**src/rtl/phy_seq_pkg.sv**
```systemverilog
package phy_seq_pkg;

  localparam int unsigned GRP_STEPS = 4;
  localparam int unsigned NUM_GRPS  = 2;
  localparam int unsigned NUM_RES   = GRP_STEPS * NUM_GRPS;
  localparam int unsigned POS_W     = $clog2(GRP_STEPS);
  localparam int unsigned RES_W     = $clog2(NUM_RES);

  // resource index = {group, step position}; order of bring-up is ascending
  localparam logic [RES_W-1:0] RES_LINK_CLK = RES_W'(0);
  localparam logic [RES_W-1:0] RES_AUX_CLK  = RES_W'(1);
  localparam logic [RES_W-1:0] RES_LINK_RST = RES_W'(2);
  localparam logic [RES_W-1:0] RES_AUX_RST  = RES_W'(3);
  localparam logic [RES_W-1:0] RES_EXT_CLK  = RES_W'(4);
  localparam logic [RES_W-1:0] RES_PHY_CLK  = RES_W'(5);
  localparam logic [RES_W-1:0] RES_PHY_RST  = RES_W'(6);
  localparam logic [RES_W-1:0] RES_VBUS     = RES_W'(7);

  typedef enum logic [2:0] {
    OP_NONE,
    OP_INIT,
    OP_EXIT,
    OP_PON,
    OP_POFF
  } seq_op_e;

  typedef enum logic {
    ST_IDLE,
    ST_RUN
  } seq_state_e;

  // fixed priority among simultaneous requests
  function automatic seq_op_e pick_op(logic r_init, logic r_exit,
                                      logic r_pon, logic r_poff);
    if (r_init)      return OP_INIT;
    else if (r_exit) return OP_EXIT;
    else if (r_pon)  return OP_PON;
    else if (r_poff) return OP_POFF;
    else             return OP_NONE;
  endfunction

  function automatic logic op_is_phy(seq_op_e op);
    return (op == OP_PON) || (op == OP_POFF);
  endfunction

  function automatic logic op_is_up(seq_op_e op);
    return (op == OP_INIT) || (op == OP_PON);
  endfunction

  function automatic logic [RES_W-1:0] res_of(logic grp, logic [POS_W-1:0] pos);
    return {grp, pos};
  endfunction

  function automatic logic res_absent(logic [RES_W-1:0] r, logic ext_p, logic vbus_p);
    return ((r == RES_EXT_CLK) && !ext_p) || ((r == RES_VBUS) && !vbus_p);
  endfunction

  function automatic logic [POS_W-1:0] first_pos(logic up);
    return up ? '0 : POS_W'(GRP_STEPS - 1);
  endfunction

  function automatic logic pos_is_last(logic up, logic [POS_W-1:0] pos);
    return up ? (pos == POS_W'(GRP_STEPS - 1)) : (pos == '0);
  endfunction

  function automatic logic [POS_W-1:0] pos_step(logic up, logic [POS_W-1:0] pos);
    return up ? pos + 1'b1 : pos - 1'b1;
  endfunction

endpackage

```
**src/rtl/phy_seq_req_arb.sv**
```systemverilog
module phy_seq_req_arb
  import phy_seq_pkg::*;
(
  input  logic    idle,
  input  logic    req_init,
  input  logic    req_exit,
  input  logic    req_pon,
  input  logic    req_poff,
  output seq_op_e op,
  output logic    accept
);

  always_comb begin
    op     = idle ? pick_op(req_init, req_exit, req_pon, req_poff) : OP_NONE;
    accept = (op != OP_NONE);
  end

endmodule

```
**src/rtl/phy_seq_step_timer.sv**
```systemverilog
module phy_seq_step_timer #(
  parameter int unsigned CNT_W = 16
) (
  input  logic             clk,
  input  logic             rst_n,
  input  logic             clear,
  input  logic [CNT_W-1:0] limit,
  output logic             expired
);

  logic [CNT_W-1:0] cnt_q;

  always_ff @(posedge clk) begin
    if (!rst_n || clear) begin
      cnt_q <= '0;
    end else if (cnt_q != '1) begin
      cnt_q <= cnt_q + 1'b1;
    end
  end

  assign expired = (cnt_q >= limit);

endmodule

```
**src/rtl/phy_seq_en_bank.sv**
```systemverilog
module phy_seq_en_bank #(
  parameter int unsigned N     = 8,
  parameter int unsigned IDX_W = $clog2(N)
) (
  input  logic             clk,
  input  logic             rst_n,
  input  logic             wr,
  input  logic [IDX_W-1:0] idx,
  input  logic             val,
  output logic [N-1:0]     en
);

  for (genvar i = 0; i < N; i++) begin : g_bit
    logic sel;
    assign sel = wr && (idx == IDX_W'(i));
    always_ff @(posedge clk) begin
      if (!rst_n)   en[i] <= 1'b0;
      else if (sel) en[i] <= val;
    end
  end

endmodule

```
**src/rtl/phy_rsrc_seq.sv**
```systemverilog
module phy_rsrc_seq
  import phy_seq_pkg::*;
#(
  parameter int unsigned TMO_W = 16
) (
  input  logic               clk,
  input  logic               rst_n,
  input  logic [TMO_W-1:0]   cfg_timeout,
  input  logic               ext_clk_present,
  input  logic               vbus_present,
  input  logic               req_init,
  input  logic               req_exit,
  input  logic               req_pon,
  input  logic               req_poff,
  input  logic [NUM_RES-1:0] res_ack,
  output logic [NUM_RES-1:0] res_en,
  output logic               busy,
  output logic               done,
  output logic               error
);

  seq_state_e       state_q;
  logic             grp_q;
  logic             up_q;
  logic [POS_W-1:0] pos_q;
  logic             fail_q;
  logic             link_ready_q;
  logic             done_q;
  logic             error_q;

  // named events
  seq_op_e          op;
  logic             accept;
  logic             pon_reject;
  logic             seq_start;
  logic             run;
  logic [RES_W-1:0] cur_res;
  logic             cur_skip;
  logic             step_ok;
  logic             tmo_hit;
  logic             step_fail;
  logic             up_fail;
  logic             step_end;
  logic             seq_last;
  logic             en_wr;
  logic             en_val;

  assign run = (state_q == ST_RUN);

  phy_seq_req_arb i_arb (
    .idle     (!run),
    .req_init (req_init),
    .req_exit (req_exit),
    .req_pon  (req_pon),
    .req_poff (req_poff),
    .op       (op),
    .accept   (accept)
  );

  assign pon_reject = accept && (op == OP_PON) && !link_ready_q;
  assign seq_start  = accept && !pon_reject;

  assign cur_res  = res_of(grp_q, pos_q);
  assign cur_skip = res_absent(cur_res, ext_clk_present, vbus_present);
  assign step_ok  = cur_skip ||
                    ((res_en[cur_res] == up_q) && (res_ack[cur_res] == up_q));

  phy_seq_step_timer #(.CNT_W(TMO_W)) i_timer (
    .clk     (clk),
    .rst_n   (rst_n),
    .clear   (!run || step_end),
    .limit   (cfg_timeout),
    .expired (tmo_hit)
  );

  assign step_fail = run && !step_ok && tmo_hit;
  assign up_fail   = step_fail && up_q;
  assign step_end  = run && (step_ok || tmo_hit);
  assign seq_last  = step_end &&
                     (up_fail ? (pos_q == '0) : pos_is_last(up_q, pos_q));

  // drive the current enable every running cycle; a failed bring-up drops it
  assign en_wr  = run && !cur_skip;
  assign en_val = up_q && !up_fail;

  phy_seq_en_bank #(.N(NUM_RES), .IDX_W(RES_W)) i_bank (
    .clk   (clk),
    .rst_n (rst_n),
    .wr    (en_wr),
    .idx   (cur_res),
    .val   (en_val),
    .en    (res_en)
  );

  always_ff @(posedge clk) begin
    if (!rst_n) begin
      state_q      <= ST_IDLE;
      grp_q        <= 1'b0;
      up_q         <= 1'b0;
      pos_q        <= '0;
      fail_q       <= 1'b0;
      link_ready_q <= 1'b0;
      done_q       <= 1'b0;
      error_q      <= 1'b0;
    end else begin
      done_q <= 1'b0;
      if (pon_reject) begin
        done_q  <= 1'b1;
        error_q <= 1'b1;
      end else if (seq_start) begin
        state_q <= ST_RUN;
        grp_q   <= op_is_phy(op);
        up_q    <= op_is_up(op);
        pos_q   <= first_pos(op_is_up(op));
        fail_q  <= 1'b0;
        error_q <= 1'b0;
        if (!op_is_phy(op)) link_ready_q <= 1'b0;
      end else if (step_end) begin
        if (seq_last) begin
          state_q <= ST_IDLE;
          done_q  <= 1'b1;
          error_q <= fail_q || step_fail;
          if (up_q && !step_fail && !grp_q) link_ready_q <= 1'b1;
        end else begin
          if (step_fail) fail_q <= 1'b1;
          if (up_fail) begin
            up_q  <= 1'b0;
            pos_q <= pos_q - 1'b1;
          end else begin
            pos_q <= pos_step(up_q, pos_q);
          end
        end
      end
    end
  end

  assign busy  = run;
  assign done  = done_q;
  assign error = error_q;

endmodule

```
**config.mk**
```make
export PLATFORM = sky130hd
export DESIGN_NAME = phy_rsrc_seq
export DESIGN_NICKNAME = d
export VERILOG_FILES = /design/src/rtl/phy_seq_pkg.sv /design/src/rtl/phy_seq_req_arb.sv /design/src/rtl/phy_seq_step_timer.sv /design/src/rtl/phy_seq_en_bank.sv /design/src/rtl/phy_rsrc_seq.sv
export SDC_FILE = /design/constraint.sdc
export NUM_CORES = 1
export LEC_CHECK = 0
export BUFFER_PORTS_ARGS = -buffer_cell sky130_fd_sc_hd__buf_2
export CORE_MARGIN = 4
export CORE_UTILIZATION = 59
export DETAILED_ROUTE_END_ITERATION = 10
export PLACE_DENSITY_LB_ADDON = 0.12
export SYNTH_ARGS = -nofsm -noshare
export SYNTH_HDL_FRONTEND = slang
export SYNTH_SLANG_ARGS = --single-unit
```
**constraint.sdc**
```tcl
create_clock -name clk -period 4.7 [get_ports clk]
set_clock_uncertainty 0.15 [all_clocks]
set_input_delay 0.94 -clock clk [delete_from_list [all_inputs] [get_ports clk]]
set_output_delay 0.94 -clock clk [all_outputs]
set_load 0.1 [all_outputs]
```
# Word-level counts from Yosys, hierarchy flattened
# Index checks and enable logic that the tools add are counted.
# W data, S select, Z words.
dict set report word_totals {
  ff_bits 33
  wordCells 139
  out_inout_bits 11
}
dict set report op_classes {
  magnitude_cmp 2
  reduce_logical 59
  n_bitwise 1
  addsub 3
  eq_ne 16
  mux 41
}
# operator n
set op_table {}
lappend op_table {{$mux W1} 28}
lappend op_table {{$logic_and A1 B1 Y1} 23}
lappend op_table {{$add A16 B1 Y16 const B} 1}
lappend op_table {{$ge A16 B16 Y1} 1}
lappend op_table {{$ne A16 B16 Y1 const B} 1}
lappend op_table {{$eq A3 B3 Y1 const B} 5}
lappend op_table {{$mux W3} 5}
lappend op_table {{$mux W2} 6}
lappend op_table {{$logic_not A1 Y1} 11}
lappend op_table {{$reduce_bool A2 Y1} 5}
lappend op_table {{$eq A3 B2 Y1 const B} 3}
lappend op_table {{$reduce_bool A3 Y1} 3}
lappend op_table {{$logic_or A1 B1 Y1} 8}
lappend op_table {{$reduce_and A4 Y1} 2}
lappend op_table {{$bmux W1 S3} 2}
lappend op_table {{$eq A3 B1 Y1 const B} 2}
lappend op_table {{$reduce_and A3 Y1} 2}
lappend op_table {{$reduce_and A5 Y1} 1}
lappend op_table {{$lt A3 B4 Y1 const B} 1}
lappend op_table {{$ne A2 B2 Y1 const B} 2}
lappend op_table {{$reduce_and A2 Y1} 2}
lappend op_table {{$logic_not A3 Y1} 1}
lappend op_table {{$add A2 B1 Y2 const B} 1}
lappend op_table {{$eq A1 B1 Y1} 2}
lappend op_table {{other kinds (4)} 4}

# Depth between registers and ports, before layout
# Gate-level depths: netlist (run 1).
dict set report depth {
  depth_word 15
  ltp_mapped 11
  mapped_depth_nobuf 10
}

# By module
# A second synthesis (run 1) with hierarchy kept.
dict set report unflattened {
  hier_cells 285
  hier_area_um2 2487.4
}
# module area_per_inst_um2 n_inst seq_area_each_um2 cells_each
set modules_own_cells {}
lappend modules_own_cells {phy_seq_step_timer 1228.7 1 320.3 153}
lappend modules_own_cells {phy_rsrc_seq 842.1 1 180.2 92}
lappend modules_own_cells {phy_seq_en_bank 367.9 1 160.2 34}
lappend modules_own_cells {phy_seq_req_arb 48.8 1 0.0 6}

# Least setup slack after synthesis (run 1)
# OpenSTA, ideal clock, no wires.
dict set report synth_timing {
  path_kind {input -> register}
  start {input cfg_timeout[13]}
  end {register error_q (netlist: error)}
  arrival_time_ps 3108
  setup_time_ps 72
  n_path_buf 0
  cell_stages 10
  setup_slack_ps 1370
  path_cell_list {inv_1 > ha_1 > a211oi_1 > nor2_1 > or3_1 > a211oi_1 > o31a_1 > mux2_4 > a21oi_1 > mux2i_1}
}
dict set report synth_between {
  elab_chain_cells 7
  elab_cells_between_ends 15
}
# element line_no
set synth_lines {}
lappend synth_lines {{from (decl)} phy_rsrc_seq.sv:8} ;# input logic [TMO_W-1:0] cfg_timeout,
lappend synth_lines {{$ge A16 B16 Y1 (*)} phy_seq_step_timer.sv:21} ;# assign expired = (cnt_q >= limit);
lappend synth_lines {{$logic_and A1 B1 Y1} phy_rsrc_seq.sv:76} ;# assign step_fail = run && !step_ok && tmo_hit;
lappend synth_lines {{$logic_or A1 B1 Y1 / $logic_and A1 B1 Y1 (equally long branches)} {phy_rsrc_seq.sv:122, phy_rsrc_seq.sv:77}}
lappend synth_lines {{$mux W1, on equally long branches} {phy_rsrc_seq.sv:119, phy_rsrc_seq.sv:80}}
lappend synth_lines {{$mux W1 / $logic_and A1 B1 Y1 (equally long branches)} {phy_rsrc_seq.sv:118, phy_rsrc_seq.sv:79}}
lappend synth_lines {{$mux W1 / $reduce_bool A3 Y1 (equally long branches)} n/a}
lappend synth_lines {{$mux W1 / $reduce_and A2 Y1 (equally long branches)} n/a}
lappend synth_lines {{to (signal assigned)} phy_rsrc_seq.sv:122} ;# error_q <= fail_q || step_fail;
lappend synth_lines {{to (decl)} phy_rsrc_seq.sv:29} ;# logic error_q;
# Every way passes the cells marked *; elsewhere a longest branch is shown, timed or not. The select of a mux whose other input is x is not followed.
# A chain may end at the register's enable or synchronous reset.

# Worst setup path in the final report (run 1)
# Same ends and word-level chain as after synthesis.

==> results.cfg, run 1 <==
[status]
status = completed

[setup_path]
worstPathMaxFanout = 12
path_class = input port to register
worstSetupStartpointType = input port
cp.required_ns = 4.82
worst-r2r-setup-slack_ns = 1.39
crit_arrival_ns = 3.70
crit_path_end_kind = register

[timing]
timing.setup.tns_ns = 0
max_freq_mhz = 279
worst_pin_slew_ns = 0.609
min_period_over_period_pct = 76.2
finalHoldViolations = 0
slew_headroom_pct = 59.3
layout_min_cycle_time_ns = 3.58
slew_viol_final = 0
finalSetupViolations = 0
grt_setup_unrepaired = false

[finish]
fin_util_pct = 71.5
design_area_um2 = 2440
syn_to_final_growth_pct = 13.5
nets = 357
drive_above_1_share_pct = 18.1
antenna_cells = 0
fillCellCount = 301

[synthesis]
synth_seq_cells = 33
ys_types = 37
synth_common_cells = dfxtp_1 (33), nor2_1 (28), nand2_1 (27), inv_1 (22), ha_1 (21)
syn_area_per_cell_um2 = 8.18
netlist_instances = 263
synth_area_leaders = dfxtp_1 (31%), ha_1 (12%), mux4_2 (5.2%), nor2_1 (4.9%), nand2_1 (4.7%)
ys.flop_type = dfxtp_1
synth_top_family_by_area = simple AND/OR/NAND/NOR gates
synth_top_area_cell = dfxtp_1
synth_top_area_share_pct = 30.7
synth_warnings = 0
synth.yosys.seq_area_share_pct = 30.7
synth-xor-area-share_pct = 4.07
syn_area_um2 = 2150
synth_edf_count = 0
synthArstFlopShare_pct = 0
synth-compound-area-share_pct = 13.3
synth_simple_gate_area_share_pct = 24.2
syn-num-nets = 316
yosysMostFrequentCell = dfxtp_1
synthMuxAreaShare_pct = 10.2
synthAdderAreaFrac_pct = 12.2

[die]
die-area_um2 = 4680
ios = 43
start_util_pct = 63.0
coreArea_um2 = 3420
dieHeight_um = 68.4
die_w_um = 68.4
fp-row-count = 21

[power_and_ir_drop]
ir_drop_mv = 0.192
power_density_nw_per_um2 = 242
power.total_w = 0.000590
p_leak_nw = 1.11

[clock_network]
cts_max_path_buffers = 2
cts_max_level = 2
cts_resized = 0
clock_sinks = 33
cts_buffers = 5
path_clk_slew_ns = 0.10
cts_setup_buffers = 0
cts_tree = done
clock_latency_ns = 0.33
cts_root_buf = clkbuf_4
ctsHoldBuffers = 0

[route]
vias_per_cell = 5.53
first_pass_iters = 4
drtAntennaViolNets = 0
routedWlPerCell_um = 12.7
route.detailed.drc = 0
drtIter0Drc = 81
routed_wl_um = 4460
dr_total_vias = 1934

[placement]
gp_congestion = 0.878
place_area_um2 = 2390
dp_hpwl_um = 3500
portBuffers = 42

[grt]
grt_max_degree = 18
grt_pass1_wl_um = 7530
gr-usage-all-layers_pct = 21.5
grt.overflow.total = 0
antenna_found_initial = 0
grt_pass1_vias = 1744

[worst_hold_path]
worstHoldPathType = register to register

[run]
max-cap-violations = 0
==> layout make-up <==
class / count / area [um^2] / area share (%)
multi-input combinational: 200 / 1380 / 56.3
sequential: 33 / 661 / 27.1
timing repair buffer: 42 / 210 / 8.61
inverter: 22 / 82.6 / 3.38
tap: 46 / 57.6 / 2.36
clock buffer: 7 / 55.1 / 2.26
==> worst paths after layout <==
check               startpoint    end  cells after the start
min reg2reg              error  error                      2
max            cfg_timeout[13]  error                     11
min                      error  error                      2
max reg2reg  i_timer.cnt_q[13]  error                      9
==> kinds of logic (layout without fill, tap and decap cells) <==
group	count (synthesis)	count (layout)
xor gates and xnor gates	10	10
buffers and inverters	30	71
DFF	33	33
and+or+nand+nor	108	108
AOI/OAI and AO/OA	46	46
adders and majority gates	21	21
muxes	15	15
==> layer usage <==
| layer | share of wire [%] | wire, um | track usage, % |
|---|---|---|---|
| met1 | 48 | 2130 | 29.4 |
| met2 | 45 | 2000 | 33.5 |
| met3 | 6.4 | 287 | 5.42 |
| met4 | 1.1 | 49 | 5.96 |
| met5 | 0 | 0 | 0 |
==> flip-flops by register name, indices dropped and copies added (netlist names) <==
signal         cells
up_q               1
error              1
done               1
fail_q             1
pos_q              2
i_bank.en          8
grp_q              1
link_ready_q       1
busy               1
i_timer.cnt_q     16
==> per-stage QoR <==
stage / worst slack, ns / std cells / hold WS (ns)
2_1_floorplan: 1.37 / 263 / 0.308
3_3_place_gp: 0.910 / 343 / 0.296
3_5_place_dp: 0.809 / 343 / 0.315
4_1_cts: 1.14 / 350 / 0.329
5_1_grt: 0.938 / 350 / 0.363
6_report: 1.12 / 350 / 0.321
==> report_power, final <==
group | internal (W) | leakage [nW] | switching [W]
Combinational | 0.0000514 | 0.811 | 0.0000779
Sequential | 0.000287 | 0.267 | 0.0000116
Clock | 0.0000706 | 0.0314 | 0.0000915
Total | 0.000409 | 1.11 | 0.000181
==> worst max-delay path: stages <==
cell	delay, ns
buf_2	0.07
inv_1	0.03
ha_1	0.29
a211oi_1	0.24
nor2_1	0.07
or3_1	0.34
a211oi_1	0.43
o31a_1	0.53
mux2_4	0.37
a21oi_1	0.18
mux2i_1	0.20
==> cell usage in the layout, fill, tap and decap left out, types with 2 or more instances in the layout <==
master	n
a21boi_0	5
a211oi_1	6
nand2b_1	4
a21oi_1	15
nor3_1	3
a21boi_1	2
nor2_1	28
mux2i_1	8
and3_1	6
and2_1	4
nand2_1	27
ha_1	21
nor2b_1	8
o21ai_0	9
buf_2	42
or3_1	3
o211ai_1	2
mux4_2	5
o21a_1	2
clkbuf_4	5
inv_1	22
a31oi_1	2
xnor2_1	3
nor4_1	2
dfxtp_1	33
xor2_1	7
nand3_1	14
nand4_1	6
No activity file was read; power rests on OpenSTA's default activity.
==> run 2: changes to the inputs <==
--- a/config.mk
+++ b/config.mk
@@ -7,7 +7,7 @@
 export LEC_CHECK = 0
 export BUFFER_PORTS_ARGS = -buffer_cell sky130_fd_sc_hd__buf_2
 export CORE_MARGIN = 4
-export CORE_UTILIZATION = 59
+export CORE_UTILIZATION = 50
 export DETAILED_ROUTE_END_ITERATION = 10
 export PLACE_DENSITY_LB_ADDON = 0.12
 export SYNTH_ARGS = -nofsm -noshare
==> constraint.sdc (replaced) <==
create_clock -name clk -period 2.85 [get_ports clk]
set_clock_uncertainty 0.15 [all_clocks]
set_input_delay 0.57 -clock clk [delete_from_list [all_inputs] [get_ports clk]]
set_output_delay 0.57 -clock clk [all_outputs]
set_load 0.1 [all_outputs]
==> run 2 against run 1 <==
Via count grew 2.1%. Global-route usage shrank 3.0 points. Routed wire length grew 6.1%. Combinational power grew 94%. Sequential power grew 64%. Power grew 100%. Highest routed layer unchanged.
==> results.cfg, run 2 (synthesis gave the netlist of run 1 again) <==
[placement]
place_area_um2 = 2500
dp_hpwl_um = 3620
portBuffers = 42
gp_congestion = 0.832
dp_cells = 361

[grt]
grt_use_met1_pct = 20.9
grt.overflow.total = 0
grt_pass1_wl_um = 7830
antenna_found_initial = 0
use_met2_pct = 32.8
use_met3_pct = 3.56
gr-usage-all-layers_pct = 18.4
grt-busiest-layer = met2
grt_max_degree = 18
grt_pass1_vias = 1897

[finish]
antenna_cells = 0
stdcell_count = 371
nets = 373
regMostFlops = i_timer.cnt_q
syn_to_final_growth_pct = 26.4
drive_above_1_share_pct = 28.7
largest_reg_flops = 16
layout_common_cells = buf_2 (42), nor2_1 (28), dfxtp_1 (28)
design_area_um2 = 2720
final_common_cell = buf_2
reg_top3 = i_timer.cnt_q: 16 flops, i_bank.en: 8 flops, pos_q: 2 flops

[route]
dr_total_vias = 1974
route.detailed.drc = 0
drtIter0Drc = 107
vias_per_cell = 5.32
routedWlPerCell_um = 12.8
first_pass_iters = 4
routed_wl_um = 4730
drtAntennaViolNets = 0

[power_and_ir_drop]
p_leak_nw = 1.21
power_density_nw_per_um2 = 437
intPower_w = 0.000867
switching_power_w = 0.000321
swShare_pct = 27.0
ir_drop_mv = 0.362
p_seq_share_pct = 41.2
clockPowerShare_pct = 37.7
combPwrFrac_pct = 21.1

[clock_network]
path_clk_slew_ns = 0.07
cts_max_path_buffers = 2
ctsHoldBuffers = 0
clock_sinks = 33
cts_buffers = 5
cts_max_level = 2
cts_root_buf = clkbuf_8
clock_latency_ns = 0.28
cts_tree = done

[die]
start_util_pct = 52.6
die_w_um = 73.6
coreArea_um2 = 4090
dieHeight_um = 73.6
ios = 43
fp-row-count = 23
die-area_um2 = 5410

[timing]
fin_worst_hold_slack_ns = 0.319
min_period_over_period_pct = 96.0
slew_headroom_pct = 60.4
finalHoldViolations = 0
layout_min_cycle_time_ns = 2.74
timing.setup.tns_ns = 0
worst_pin_slew_ns = 0.589
max_freq_mhz = 366
slew_viol_final = 0
finalSetupViolations = 0

[setup_path]
r2r_end = pos_q[1]
cp.required_ns = 2.92
crit_arrival_ns = 2.80
cp_slowest_cell = or3_1
r2r_start = pos_q[0]
cpMostUsedCell = a211oi_2
path_class = input port to register
crit_chain = buf_2 -> inv_2 -> ha_4 -> a211oi_2 -> nor2_1 -> or3_1 -> a211oi_2 -> o31a_1 -> mux2_4 -> or2_1 -> a21boi_1
worstSetupStartpointType = input port
worstPathMaxFanout = 5
r2r_cells = 8
crit_path_end_kind = register
max_stage_delay_ns = 0.38
worst-r2r-setup-slack_ns = 0.16

[status]
status = completed

[worst_hold_path]
worstHoldPathType = register to register
worstHoldStart = error
worstHoldPathCells = 2
worstHoldEndpoint = error

[run]
max-cap-violations = 0
-- run 2: stage by stage --
stage | setup slack (ns) | util [%] | total power [W]
after detailed placement | -0.203 | 61.2 | 0.000736
after global placement | -0.146 | 61.2 | 0.000734
after floorplan | 0.0317 | - | 0.000662
after global routing | -0.0127 | 66.5 | 0.00125
final | 0.114 | 66.5 | 0.00119
after CTS | 0.0826 | 64.1 | 0.00119
-- run 2: worst max-delay path by stage --
stage,start,end,slack (ns),cells after the start
3_5_place_dp,cfg_timeout[13],error,-0.20,11
3_3_place_gp,cfg_timeout[13],error,-0.15,11
5_1_grt,cfg_timeout[13],fail_q,-0.01,11
4_1_cts,cfg_timeout[13],error,0.08,11
6_report,cfg_timeout[13],fail_q,0.11,11
2_1_floorplan,i_bank.en[5],error,0.03,7
-- run 2: critical path, delay by kind of cell --
family,cells,cell delay (ns)
compound gates,4,0.87
buf+inv,2,0.16
mux,1,0.36
simple gates,3,0.64
fa+ha+maj,1,0.20
-- run 2: what timing repair did --
action	4_1_cts	5_1_grt
pin swaps	0	13
resized for setup	1	20
endpoints found under the setup margin	2	5
buffers inserted	0	2
-- run 2: metal layers --
layer,part of all wire [%],vias up
li1,-,1025
met1,44,896
met2,49,41
met3,4.2,12
met4,2.8,0
met5,0,-
-- run 2: final cells by class --
type,count,area (um^2)
Timing Repair Buffer,58,330
Fill cell,356,1370
Tap cell,50,62.6
Clock buffer,7,86.3
Multi-Input combinational cell,200,1460
Inverter,22,82.6
Sequential cell,33,667
Clock inverter,1,30.0
-- run 2: power by group through the flow --
stage | registers, W | logic, W | clock network (W)
floorplan | 0.000524 | 0.000138 | 0
global placement | 0.000500 | 0.000234 | 0
detailed placement | 0.000500 | 0.000237 | 0
CTS | 0.000490 | 0.000239 | 0.000463
global route | 0.000492 | 0.000277 | 0.000476
finish | 0.000490 | 0.000250 | 0.000448
==> run 3: changes to the inputs <==
--- a/config.mk
+++ b/config.mk
@@ -6,8 +6,11 @@
 export NUM_CORES = 1
 export LEC_CHECK = 0
 export BUFFER_PORTS_ARGS = -buffer_cell sky130_fd_sc_hd__buf_2
+export CAP_MARGIN = 5
+export CELL_PAD_IN_SITES_DETAIL_PLACEMENT = 0
+export CELL_PAD_IN_SITES_GLOBAL_PLACEMENT = 2
 export CORE_MARGIN = 4
-export CORE_UTILIZATION = 50
+export CORE_UTILIZATION = 29
 export DETAILED_ROUTE_END_ITERATION = 10
 export PLACE_DENSITY_LB_ADDON = 0.12
 export SYNTH_ARGS = -nofsm -noshare
==> run 3 against run 2 <==
Critical path type unchanged. Sequential cell count did not move. Routed wire length up 12%. Setup slack better by 0.0023 ns. Sequential power barely moved. Hold slack got worse by 0.0048 ns. Register-to-register slack hardly changed. Highest routed layer unchanged. Power fell by 6.4%. Largest power group unchanged. Critical endpoint unchanged.
==> results.cfg, run 3 (synthesis gave the netlist of run 1 again) <==
[die]
ios = 43
die_w_um = 94.1
dieHeight_um = 94.1
coreArea_um2 = 7210
start_util_pct = 29.8
die-area_um2 = 8860
fp-row-count = 31

[timing]
finalHoldViolations = 0
slew_viol_final = 0
worst_pin_slew_ns = 0.683
worst_slack_ns = 0.117
grt_setup_unrepaired = true
finalSetupViolations = 0
min_period_over_period_pct = 95.9
max_freq_mhz = 366
slew_headroom_pct = 54.0
layout_min_cycle_time_ns = 2.73

[grt]
grt_pass1_vias = 1930
grt_pass1_wl_um = 8510
grt.overflow.total = 0
gr-usage-all-layers_pct = 12.2
grt_max_degree = 18
antenna_found_initial = 0

[route]
routedWlPerCell_um = 12.4
dr_total_vias = 1983
drtIter0Drc = 22
routed_wl_um = 5320
drtAntennaViolNets = 0
route.detailed.drc = 0
vias_per_cell = 4.62
first_pass_iters = 2

[placement]
dp_hpwl_um = 4120
dp_cells = 419
portBuffers = 42
place_area_um2 = 2630
pre_cts_ws_ns = -0.244
gp_congestion = 0.690

[power_and_ir_drop]
ir_drop_mv = 0.137
power_density_nw_per_um2 = 381
p_leak_nw = 1.26

[finish]
largest_reg_flops = 16
reg_top3 = i_timer.cnt_q: 16 flops, i_bank.en: 8 flops, pos_q: 2 flops
layout_common_cells = buf_2 (38), nor2_1 (28), nand2_1 (27)
antenna_cells = 0
drive_above_1_share_pct = 32.7
stdcell_count = 429
syn_to_final_growth_pct = 35.5
final_common_cell = buf_2
nets = 383
design_area_um2 = 2920
regMostFlops = i_timer.cnt_q

[setup_path]
worstPathMaxFanout = 5
crit_arrival_ns = 2.80
worstSetupStartpointType = input port
max_stage_delay_ns = 0.39
crit_family = compound AO/OA/AOI/OAI gates
cp.required_ns = 2.92
path_class = input port to register
crit_path_end_kind = register
crit_chain = buf_2 -> inv_1 -> ha_1 -> a21oi_2 -> nor3_2 -> or3_1 -> a211oi_2 -> o31a_1 -> mux2_4 -> or2_1 -> a21boi_1
cp_slowest_cell = or3_1
crit_buf_inv = 2

[clock_network]
cts_buffers = 5
cts_tree = done
path_clk_slew_ns = 0.07
cts_max_path_buffers = 2
cts_max_level = 2
clock_latency_ns = 0.28
clock_sinks = 33
cts_root_buf = clkbuf_8

[status]
status = completed

[run]
max-cap-violations = 0

[worst_hold_path]
worstHoldPathType = register to register
==> run 3: cell count changes in the layout (fill, tap and decap cells not counted), sizes merged <==
| cell | before | now |
|---|---|---|
| buf | 58 | 68 |
| bufinv | 1 | 0 |
==> run 3: power by group <==
part           total [W]  switching, W  leakage, nW  internal, W
combinational   0.000264      0.000144        0.939     0.000120
sequential      0.000489     0.0000177        0.272     0.000471
clock           0.000360      0.000168       0.0443     0.000192
==> run 3: timing repair <==
item | in CTS | in global routing
buffers inserted | 0 | 3
hold buffers | 0 | 0
gates resized for setup | 1 | 39
pin swaps | 0 | 17
setup endpoints to repair | 2 | 5
==> run 3: layout make-up <==
cell class	instances	area [um^2]
repair buffers	68	430
flip-flops and latches	33	681
fillers	802	4300
clock buffers	7	86.3
inverters	22	90.1
well taps	99	124
multi-input cells	200	1500
==> run 3: worst paths after layout <==
check	startpoint	end	slack [ns]	cells past startpoint
max	cfg_timeout[7]	fail_q	0.12	11
min	error	error	0.31	2
max reg2reg	i_timer.cnt_q[7]	fail_q	0.15	9
min reg2reg	error	error	0.31	2
==> run 3: worst min-delay path, stage by stage (launching register included) <==
cell and delay (ns):
dfxtp_1 0.31, nand2_1 0.05, mux2i_1 0.05
==> run 3: stage by stage <==
stage	util (%)	total power, W	TNS [ns]	hold WS, ns
floorplan	-	0.000662	0	0.308
global placement	36.5	0.000753	-0.960	0.304
detailed placement	36.5	0.000753	-1.45	0.316
CTS	37.7	0.00112	0	0.323
global route	40.4	0.00118	-0.0553	0.366
finish	40.4	0.00111	0	0.315
==> run 3: per-layer routing <==
layer / vias up / GRT usage (%) / share of wire, % / wire length (um)
li1: 1045 / - / - / -
met3: 5 / 2.40 / 2.9 / 156
met4: 0 / 4.33 / 1.3 / 69
met1: 903 / 14.0 / 44 / 2350
met2: 30 / 22.4 / 52 / 2740
met5: - / 0 / 0 / 0
